$ cat src/rtl/txa_pkg.sv
package txa_pkg;

  typedef enum logic [1:0] {
    AL_IDLE,
    AL_ARM,
    AL_DELAY,
    AL_RUN
  } align_state_e;

  // Usable depth: the smaller of the physical store and the block length.
  function automatic int unsigned fill_limit(int unsigned depth, int unsigned len);
    return (len < depth) ? len : depth;
  endfunction

  // Index of the final bit time in a frame of overhead plus payload.
  function automatic int unsigned frame_last(int unsigned oh, int unsigned len);
    return oh + len - 1;
  endfunction

  // Circular pointer advance.
  function automatic int unsigned wrap_inc(int unsigned p, int unsigned depth);
    return (p == depth - 1) ? 0 : p + 1;
  endfunction

endpackage

$ cat src/rtl/txa_sync_div.sv
module txa_sync_div #(
  parameter int DIV_W = 8
) (
  input  logic             clk,
  input  logic             rst_n,
  input  logic             restart,
  input  logic             load,
  input  logic [DIV_W-1:0] div_in,
  input  logic             msync,
  output logic             pcm_sync
);

  logic [DIV_W-1:0] div_q;
  logic [DIV_W-1:0] cnt_q;
  logic             at_last;

  assign at_last  = (div_q <= DIV_W'(1)) ? (cnt_q == '0) : (cnt_q == div_q - 1'b1);
  assign pcm_sync = msync && at_last && !restart;

  always_ff @(posedge clk or negedge rst_n) begin
    if (!rst_n) begin
      div_q <= DIV_W'(1);
      cnt_q <= '0;
    end else if (restart) begin
      cnt_q <= '0;
      if (load) div_q <= div_in;
    end else if (msync) begin
      cnt_q <= at_last ? '0 : cnt_q + 1'b1;
    end
  end

endmodule

$ cat src/rtl/txa_align_ctl.sv
module txa_align_ctl
  import txa_pkg::*;
#(
  parameter int WL_W    = 8,
  parameter int LEN_W   = 8,
  parameter int OH_BITS = 16
) (
  input  logic             clk,
  input  logic             rst_n,
  input  logic             flush,
  input  logic             load,
  input  logic [WL_W-1:0]  wl_in,
  input  logic [LEN_W-1:0] len_cfg,
  input  logic             pcm_sync,
  input  logic             tx_en,
  output logic             frame_start,
  output logic             rd_take,
  output logic             in_overhead
);

  localparam int POS_W = $clog2(OH_BITS + (1 << LEN_W));

  align_state_e     st_q;
  logic [WL_W-1:0]  wl_q;
  logic [WL_W-1:0]  dcnt_q;
  logic [POS_W-1:0] pos_q;
  logic [POS_W-1:0] last_pos;
  logic             fs_q;
  logic             running;

  assign last_pos    = POS_W'(frame_last(OH_BITS, 32'(len_cfg)));
  assign running     = (st_q == AL_RUN);
  assign in_overhead = running && (pos_q < POS_W'(OH_BITS));
  assign rd_take     = tx_en && !flush && running &&
                       (pos_q >= POS_W'(OH_BITS)) && (pos_q <= last_pos);
  assign frame_start = fs_q;

  always_ff @(posedge clk or negedge rst_n) begin
    if (!rst_n) begin
      st_q   <= AL_IDLE;
      wl_q   <= '0;
      dcnt_q <= '0;
      pos_q  <= '0;
      fs_q   <= 1'b0;
    end else begin
      fs_q <= 1'b0;
      if (flush) begin
        st_q   <= AL_ARM;
        dcnt_q <= '0;
        pos_q  <= '0;
        if (load) wl_q <= wl_in;
      end else begin
        unique case (st_q)
          AL_IDLE: begin
          end
          AL_ARM: begin
            if (pcm_sync) begin
              if (wl_q == '0) begin
                st_q  <= AL_RUN;
                pos_q <= '0;
                fs_q  <= 1'b1;
              end else begin
                st_q   <= AL_DELAY;
                dcnt_q <= '0;
              end
            end
          end
          AL_DELAY: begin
            if (tx_en) begin
              if (dcnt_q == wl_q - 1'b1) begin
                st_q  <= AL_RUN;
                pos_q <= '0;
                fs_q  <= 1'b1;
              end else begin
                dcnt_q <= dcnt_q + 1'b1;
              end
            end
          end
          AL_RUN: begin
            if (tx_en) begin
              if (pos_q >= last_pos) begin
                pos_q <= '0;
                fs_q  <= 1'b1;
              end else begin
                pos_q <= pos_q + 1'b1;
              end
            end
          end
          default: st_q <= AL_IDLE;
        endcase
      end
    end
  end

endmodule

$ cat src/rtl/txa_bit_ring.sv
module txa_bit_ring
  import txa_pkg::*;
#(
  parameter int DEPTH = 186,
  parameter int LEN_W = 8,
  localparam int CNT_W = $clog2(DEPTH + 1)
) (
  input  logic             clk,
  input  logic             rst_n,
  input  logic             flush,
  input  logic             push_req,
  input  logic             push_bit,
  input  logic             pop_req,
  input  logic [LEN_W-1:0] len_cfg,
  output logic             out_bit,
  output logic             out_vld,
  output logic [CNT_W-1:0] fill,
  output logic             push_ok,
  output logic             pop_ok,
  output logic             ovf_evt,
  output logic             unf_evt
);

  localparam int PTR_W = $clog2(DEPTH);

  logic [DEPTH-1:0] mem_q;
  logic [PTR_W-1:0] wp_q;
  logic [PTR_W-1:0] rp_q;
  logic [CNT_W-1:0] fill_q;
  logic [CNT_W-1:0] limit;

  assign limit   = CNT_W'(fill_limit(DEPTH, 32'(len_cfg)));
  assign pop_ok  = pop_req && !flush && (fill_q != '0);
  assign push_ok = push_req && !flush && ((fill_q < limit) || pop_ok);
  assign ovf_evt = push_req && !flush && !push_ok;
  assign unf_evt = pop_req && !flush && (fill_q == '0);
  assign fill    = fill_q;

  always_ff @(posedge clk or negedge rst_n) begin
    if (!rst_n) begin
      mem_q <= '0;
    end else if (push_ok) begin
      mem_q[wp_q] <= push_bit;
    end
  end

  always_ff @(posedge clk or negedge rst_n) begin
    if (!rst_n) begin
      wp_q    <= '0;
      rp_q    <= '0;
      fill_q  <= '0;
      out_vld <= 1'b0;
      out_bit <= 1'b0;
    end else if (flush) begin
      wp_q    <= '0;
      rp_q    <= '0;
      fill_q  <= '0;
      out_vld <= 1'b0;
      out_bit <= 1'b0;
    end else begin
      out_vld <= pop_ok;
      out_bit <= pop_ok ? mem_q[rp_q] : 1'b0;
      if (push_ok) wp_q <= PTR_W'(wrap_inc(32'(wp_q), DEPTH));
      if (pop_ok)  rp_q <= PTR_W'(wrap_inc(32'(rp_q), DEPTH));
      unique case ({push_ok, pop_ok})
        2'b10:   fill_q <= fill_q + 1'b1;
        2'b01:   fill_q <= fill_q - 1'b1;
        default: fill_q <= fill_q;
      endcase
    end
  end

endmodule

$ cat src/rtl/wl_tx_bitfifo.sv
module wl_tx_bitfifo #(
  parameter int DEPTH   = 186,
  parameter int DIV_W   = 8,
  parameter int WL_W    = 8,
  parameter int LEN_W   = 8,
  parameter int OH_BITS = 16
) (
  input  logic             clk,
  input  logic             rst_n,
  input  logic             msync_i,
  input  logic [DIV_W-1:0] div_cfg,
  input  logic [WL_W-1:0]  wl_cfg,
  input  logic [LEN_W-1:0] blk_len_cfg,
  input  logic             realign_cmd,
  input  logic             stuff_err,
  input  logic             wr_vld,
  input  logic             wr_bit,
  input  logic             tx_en,
  output logic             rd_bit,
  output logic             rd_vld,
  output logic             frame_start,
  output logic             ovf_flag,
  output logic             unf_flag
);

  localparam int CNT_W = $clog2(DEPTH + 1);

  // Named internal events, visible to the bound checker.
  logic             flush;
  logic             pcm_sync;
  logic             rd_take;
  logic             in_overhead;
  logic [CNT_W-1:0] fill;
  logic             push_ok;
  logic             pop_ok;
  logic             ovf_evt;
  logic             unf_evt;

  assign flush = realign_cmd || stuff_err;

  txa_sync_div #(.DIV_W(DIV_W)) u_div (
    .clk      (clk),
    .rst_n    (rst_n),
    .restart  (flush),
    .load     (realign_cmd),
    .div_in   (div_cfg),
    .msync    (msync_i),
    .pcm_sync (pcm_sync)
  );

  txa_align_ctl #(.WL_W(WL_W), .LEN_W(LEN_W), .OH_BITS(OH_BITS)) u_ctl (
    .clk         (clk),
    .rst_n       (rst_n),
    .flush       (flush),
    .load        (realign_cmd),
    .wl_in       (wl_cfg),
    .len_cfg     (blk_len_cfg),
    .pcm_sync    (pcm_sync),
    .tx_en       (tx_en),
    .frame_start (frame_start),
    .rd_take     (rd_take),
    .in_overhead (in_overhead)
  );

  txa_bit_ring #(.DEPTH(DEPTH), .LEN_W(LEN_W)) u_ring (
    .clk      (clk),
    .rst_n    (rst_n),
    .flush    (flush),
    .push_req (wr_vld),
    .push_bit (wr_bit),
    .pop_req  (rd_take),
    .len_cfg  (blk_len_cfg),
    .out_bit  (rd_bit),
    .out_vld  (rd_vld),
    .fill     (fill),
    .push_ok  (push_ok),
    .pop_ok   (pop_ok),
    .ovf_evt  (ovf_evt),
    .unf_evt  (unf_evt)
  );

  always_ff @(posedge clk or negedge rst_n) begin
    if (!rst_n) begin
      ovf_flag <= 1'b0;
      unf_flag <= 1'b0;
    end else if (realign_cmd) begin
      ovf_flag <= 1'b0;
      unf_flag <= 1'b0;
    end else begin
      if (ovf_evt) ovf_flag <= 1'b1;
      if (unf_evt) unf_flag <= 1'b1;
    end
  end

endmodule

$ cat config.mk
export PLATFORM = sky130hd
export DESIGN_NAME = wl_tx_bitfifo
export DESIGN_NICKNAME = d
export VERILOG_FILES = /design/src/rtl/txa_pkg.sv /design/src/rtl/txa_sync_div.sv /design/src/rtl/txa_align_ctl.sv /design/src/rtl/txa_bit_ring.sv /design/src/rtl/wl_tx_bitfifo.sv
export SDC_FILE = /design/constraint.sdc
export NUM_CORES = 1
export LEC_CHECK = 0
export BUFFER_PORTS_ARGS = -buffer_cell sky130_fd_sc_hd__buf_2
export CORE_AREA = 3 3 211 213
export DETAILED_ROUTE_END_ITERATION = 6
export DIE_AREA = 0 0 214 216
export GPL_TIMING_DRIVEN = 0
export SLEW_MARGIN = 20
export SYNTH_ARGS = -nofsm -noshare
export SYNTH_HDL_FRONTEND = slang
export SYNTH_SLANG_ARGS = --single-unit
$ cat constraint.sdc
create_clock -name clk -period 4.4 [get_ports clk]
set_input_delay 1.32 -clock clk [delete_from_list [all_inputs] [get_ports clk]]
set_output_delay 1.32 -clock clk [all_outputs]
set_load 0.005 [all_outputs]
Word level (Yosys, flattened, before mapping)
Cells that the tools add are included.
{"block": "word_totals", "reg_bits": 258}
{"block": "classes", "eq_ne": 16, "n_lt_le_gt_ge": 9, "muxes": 53, "n_reduce_logical": 33, "add_sub_neg": 11}
{"op": "$bwmux W186", "n": 1}
{"op": "$mux W8", "n": 16}
{"op": "$mux W9", "n": 7}
{"op": "$add A8 B1 Y8 const B", "n": 5}
{"op": "$pmux W8 S2", "n": 2}
{"op": "$pmux W9 S3", "n": 1}
{"op": "$logic_not A8 Y1", "n": 3}
{"op": "$sub A8 B1 Y8 const B", "n": 3}
{"op": "$lt A8 B9 Y1 const B", "n": 2}
{"op": "$mux W1", "n": 18}
{"op": "$eq A8 B8 Y1", "n": 2}
{"op": "$eq A8 B8 Y1 const B", "n": 2}
{"op": "$ne A3 B2 Y1 const B", "n": 5}
{"op": "$logic_and A1 B1 Y1", "n": 13}
{"op": "$reduce_bool A2 Y1", "n": 5}
{"op": "$add A5 B8 Y9 const A", "n": 1}
{"op": "$add A9 B1 Y9 const B", "n": 1}
{"op": "$ge A9 B5 Y1 const B", "n": 1}
{"op": "$ge A9 B9 Y1", "n": 1}
{"op": "$le A9 B9 Y1", "n": 1}
{"op": "$sub A9 B1 Y9 const B", "n": 1}
{"op": "$bmux W1 S8", "n": 1}
{"op": "$demux W1 S8", "n": 1}
{"op": "$ge A8 B1 Y1 const B", "n": 1}
{"op": "18 further kinds", "n": 28}

Logic depth before layout (Yosys ltp)
{"block": "logic_depth", "ltp_word": 14, "mapped_depth": 19, "ltp_nobuf": 19}

Modules after synthesis
From an unflattened synthesis, not the netlist that was laid out.
{"block": "hier_totals", "hier_cells": 1705, "hier_area_um2": 15237.1}
{"mod": "txa_bit_ring", "seq_area_each_um2": 5305.1, "cells_each": 1298, "n_inst": 1, "area_each_um2": 11508.5}
{"mod": "txa_align_ctl", "seq_area_each_um2": 700.7, "cells_each": 289, "n_inst": 1, "area_each_um2": 2506.2}
{"mod": "txa_sync_div", "seq_area_each_um2": 401.6, "cells_each": 113, "n_inst": 1, "area_each_um2": 1146.1}
{"mod": "wl_tx_bitfifo", "seq_area_each_um2": 50.0, "cells_each": 5, "n_inst": 1, "area_each_um2": 76.3}

Least setup slack after synthesis
Ideal clock, no wire load.
{"block": "synth_timing", "path_kind": "input port to flip-flop", "startpoint": "input blk_len_cfg[0]", "endpoint": "register u_ring.fill_q[7], in the netlist u_ring.fill[7]", "setup_ns": 0.079, "path_slack_ns": -0.649, "path_buffers": 0, "t_arrival_ns": 4.970, "required_ns": 4.321, "cell_stages": 18, "path_cell_list": "inv_1 > ha_1 > nor3b_1 > xor2_1 > ha_1 > and4_1 > a31oi_1 > o22ai_1 > o21bai_1 > nand3_1 > clkinv_1 > ha_1 > a21o_1 > a21oi_1 > o21ai_0 > o41ai_1 > mux2i_1 > mux2i_1"}
{"block": "synth_between", "elab_chain_cells": 11}
{"item": "start, declared", "line_no": "wl_tx_bitfifo.sv:13", "text": "input logic [LEN_W-1:0] blk_len_cfg,"}
{"item": "$add A5 B8 Y9", "line_no": "txa_pkg.sv:17", "text": "return oh + len - 1;"}
{"item": "$sub A9 B1 Y9", "line_no": "txa_pkg.sv:17"}
{"item": "$le A9 B9 Y1", "line_no": "txa_align_ctl.sv:35", "text": "(pos_q >= POS_W'(OH_BITS)) && (pos_q <= last_pos);"}
{"item": "$logic_and A1 B1 Y1", "line_no": "txa_align_ctl.sv:35"}
{"item": "$logic_and A1 B1 Y1 (2 in series)", "line_no": "txa_bit_ring.sv:33", "text": "assign pop_ok = pop_req && !flush && (fill_q != '0);"}
{"item": "$logic_or A1 B1 Y1", "line_no": "txa_bit_ring.sv:34", "text": "assign push_ok = push_req && !flush && ((fill_q < limit) || pop_ok);"}
{"item": "$logic_and A1 B1 Y1", "line_no": "txa_bit_ring.sv:34"}
{"item": "$eq A2 B1 Y1 or $eq A2 B2 Y1 (tied branches)", "line_no": "txa_bit_ring.sv:65", "text": "unique case ({push_ok, pop_ok})"}
{"item": "$pmux W8 S2", "line_no": "txa_bit_ring.sv:65"}
{"item": "$mux W8", "line_no": "txa_bit_ring.sv:54", "text": "end else if (flush) begin"}
{"item": "end signal, assigned", "line_no": "txa_bit_ring.sv:66", "text": "2'b10: fill_q <= fill_q + 1'b1;"}
{"item": "end signal, assigned", "line_no": "txa_bit_ring.sv:67", "text": "2'b01: fill_q <= fill_q - 1'b1;"}
{"item": "end signal, assigned", "line_no": "txa_bit_ring.sv:68", "text": "default: fill_q <= fill_q;"}
{"item": "end, declared", "line_no": "txa_bit_ring.sv:29", "text": "logic [CNT_W-1:0] fill_q;"}
Several ways; a longest one is shown, not always the timed one.
A chain may end at the register's enable or synchronous reset.

Worst setup path in the final report
{"block": "layout_timing", "startpoint": "input blk_len_cfg[1]", "endpoint": "register u_ring.fill_q[7], in the netlist u_ring.fill[7]"}
Same word-level chain as after synthesis.

==> metrics.txt <==
Post-synth EDFFs 0; CTS root buf clkbuf_16; GPL Wtd Cong 0.920; clock buffer count from CTS 30; critical path startpoint category input pin; Longest Clk Path Bufs 3; Syn Inst Count 1380; final hold violations 0; setup TNS 0 ns; Ys Warns 0; post-route cell area 17100 µm²; Final WS setup 0.233 ns; Starting Density 0.346; Die Span X 214 µm; Worst Tran Pin Value 1.21 ns; placed cell count 1999; layout cells sized above 1 0.279; DRT Pass-1 Iters 6; initial antenna violation count 1; Synth area leader dfrtp_1; # IOs 37; Final Slew Violations 0; Netlist cell types 75; status complete, no violations; CP startpoint blk_len_cfg[1]; share of the synthesized area in the top cell type 0.433; Slew HR 0.193; CTS Hold Buffers Added 0; worst endpoint required time 4.89 ns; drt wl/cell 20.4 µm; CTS tree built; PortBufs 32; hpwl dp 29300 µm; hold_sp u_ring.mem_q[147]$_DFFE_PN0P_; Vias/cell 5.70; maxcap violations 0; register area 6460 µm²; row cnt 76; predominant post-synthesis flop cell dfrtp_1; routed via count 11729; Fillers 4099; Die Y 216 µm; critical-path maximum fanout 15; Clock Latency Late Sink 0.58 ns; DP Area 15900 µm²; crit path time final 4.17 ns; final std cells w/o fill 2059; Final Setup Violations 0; Setup Slack @ Placement -0.526 ns; area delta synth->final 15.0%; Clock Sinks 258; fmax 240 MHz; Setup CP Type in2reg; Mapped Nets 1450; Syn Area/Cell 10.8 µm²; final period utilization 0.947; Yosys reg bits 258; crit end category register; pwr dens 325 nW/µm²; DRC 0; dominant cells by area after synthesis dfrtp_1 (43%), mux2_2 (15%), mux4_2 (7.4%); Post-synth ARST share 1.00; LEAKAGE 0.00726 µW; unrepaired setup endpoints after global routing no; total routed wirelength 42000 µm; die area 46200 µm²; number of global-route vias before repair 11872; first-pass GRT wire length 67800 µm; Seq/Total Area, Yosys 0.435; H-tree depth 1; Max VDD drop 0.000262 V; Final Skew 0.0234 ns; maximum number of pins on one net before global-route repair 100; Worst Path Arrival 4.65 ns; gr ovfl total 0; GR Util All Layers 0.181; area of the multi-input gates 8060 µm²; mapped cell area 14900 µm²; Nets 1520; DRT iter0 DRCs 1093; core box area 42900 µm²; n_diodes 0; antenna-violating nets left 0; Hold Crit Class reg2reg; R2R Path Start u_ring.rp_q[1]$_DFFE_PN0P_; CTS clk-pin slew, worst paths 0.06 ns
[routing by layer]
metal / track usage / up-vias / part of all wire / wire, µm
met1: 0.245 / 5950 / 0.43 / 18200
met5: 0 / - / 0 / 0
met2: 0.292 / 405 / 0.47 / 19600
met4: 0.0672 / 0 / 0.041 / 1710
met3: 0.0310 / 108 / 0.060 / 2510
li1: - / 5266 / - / -
[cell type report]
class,count,share of cell area
buffer,93,0.0221
clock buffer,38,0.0486
clock inverter,18,0.0156
inverter,28,0.00688
multi-input combinational,1001,0.471
sequential,258,0.378
tap,585,0.0428
timing repair buffer,38,0.0149
[worst max-delay path, cell delays in order]
cell and delay, ns:
buf_2 0.12, inv_2 0.08, ha_4 0.13, nor3b_4 0.21
xor2_1 0.18, ha_1 0.27, and4_1 0.19, a31oi_2 0.15
o22ai_2 0.12, o21bai_4 0.18, nand3_4 0.17, clkinv_8 0.13
ha_4 0.20, a21o_1 0.16, a21oi_2 0.18, o21ai_2 0.09
o41ai_2 0.27, mux2i_1 0.28, mux2i_1 0.20
[state kept, by name (all words and copies together), names as in the netlist]
register and cells:
ovf_flag 1, u_ctl.dcnt_q 8, u_ctl.frame_start 1, u_ctl.pos_q 9, u_ctl.st_q 2, u_ctl.wl_q 8, u_div.cnt_q 8, u_div.div_q 8
u_ring.fill 8, u_ring.mem_q 186, u_ring.out_bit 1, u_ring.out_vld 1, u_ring.rp_q 8, u_ring.wp_q 8, unf_flag 1
[repair_timing]
action                     CTS  global route
resized for setup            0            14
setup buffers                0             4
setup endpoints to repair    0            25
[per-stage QoR]
step | hold slack (ns) | total power [µW] | util
2_1_floorplan | 0.453 | 2680 | -
3_3_place_gp | 0.475 | 2830 | 0.369
3_5_place_dp | 0.485 | 2850 | 0.371
4_1_cts | 0.499 | 5610 | 0.396
5_1_grt | 0.516 | 5750 | 0.399
6_report | 0.496 | 5550 | 0.399
[synthesized netlist by cell type, types with 3 or more instances]
master / instances
nor4_1: 10
a31oi_1: 15
nand2b_1: 18
nand4_1: 14
nor2b_1: 8
mux4_2: 49
dfrtp_1: 257
nor3b_1: 12
o31ai_1: 12
nor4b_1: 6
a21o_1: 11
o22ai_1: 13
or4_1: 5
or2_2: 9
mux2_2: 197
clkbuf_1: 64
o21ai_0: 29
nor3_1: 115
mux2i_1: 6
o211ai_1: 8
nand3b_1: 3
nand2_1: 92
a41o_2: 5
a21oi_1: 38
inv_1: 27
nand4b_1: 5
xnor2_1: 17
and2_1: 8
o21bai_1: 3
xor2_1: 12
nand3_1: 113
buf_1: 11
or3_1: 7
ha_1: 37
and3_1: 11
o41ai_1: 3
buf_2: 17
nor2_2: 3
nor2_1: 60
[layout by cell type, fill, tap and decap left out, drive strengths merged, types with 15 or more instances in the layout]
| cell | synthesis | routed |
|---|---|---|
| o22ai | 15 | 15 |
| inv | 27 | 27 |
| nand2b | 18 | 18 |
| a21oi | 38 | 38 |
| nor3 | 115 | 115 |
| clkbuf | 64 | 102 |
| a31oi | 15 | 15 |
| o21ai | 31 | 31 |
| nand2 | 92 | 92 |
| mux4 | 49 | 49 |
| xnor2 | 17 | 17 |
| buf | 29 | 67 |
| dfrtp | 257 | 257 |
| nor2 | 63 | 63 |
| nand3 | 114 | 114 |
| ha | 37 | 37 |
| mux2 | 198 | 198 |
[power by group]
group / total, µW / switching, µW / internal, µW
clock: 2750 / 1060 / 1690
combinational: 377 / 243 / 134
sequential: 2430 / 30.0 / 2400
[logic make-up (layout without fill, tap and decap cells)]
| group | count (synthesis) | count (layout) | share of synthesized area |
|---|---|---|---|
| AOI/OAI and AO/OA | 172 | 172 | 0.0797 |
| xor gates and xnor gates | 29 | 29 | 0.0171 |
| adders and majority gates | 38 | 38 | 0.0325 |
| buffers and inverters | 121 | 215 | 0.0322 |
| DFF | 258 | 258 | 0.435 |
| muxes | 253 | 253 | 0.228 |
| and+or+nand+nor | 509 | 509 | 0.176 |
[path summary, 6_finish.rpt]
| kind | cells after the start | endpoint | slack (ns) |
|---|---|---|---|
| worst min register to register | 1 | u_ring.mem_q[147]$_DFFE_PN0P_ | 0.50 |
| worst max register to register | 8 | u_ring.out_bit$_DFF_PN0_ | 0.90 |
| max in group asynchronous | 3 | u_ring.mem_q[78]$_DFFE_PN0P_ | 2.35 |
| min in group asynchronous | 1 | u_div.div_q[5]$_DFFE_PN0P_ | 0.73 |
| worst min-delay path | 1 | u_ring.mem_q[147]$_DFFE_PN0P_ | 0.50 |
| worst max-delay path | 19 | u_ring.fill[7]$_DFFE_PN0P_ | 0.23 |
Power figures use the tool's default switching activity.
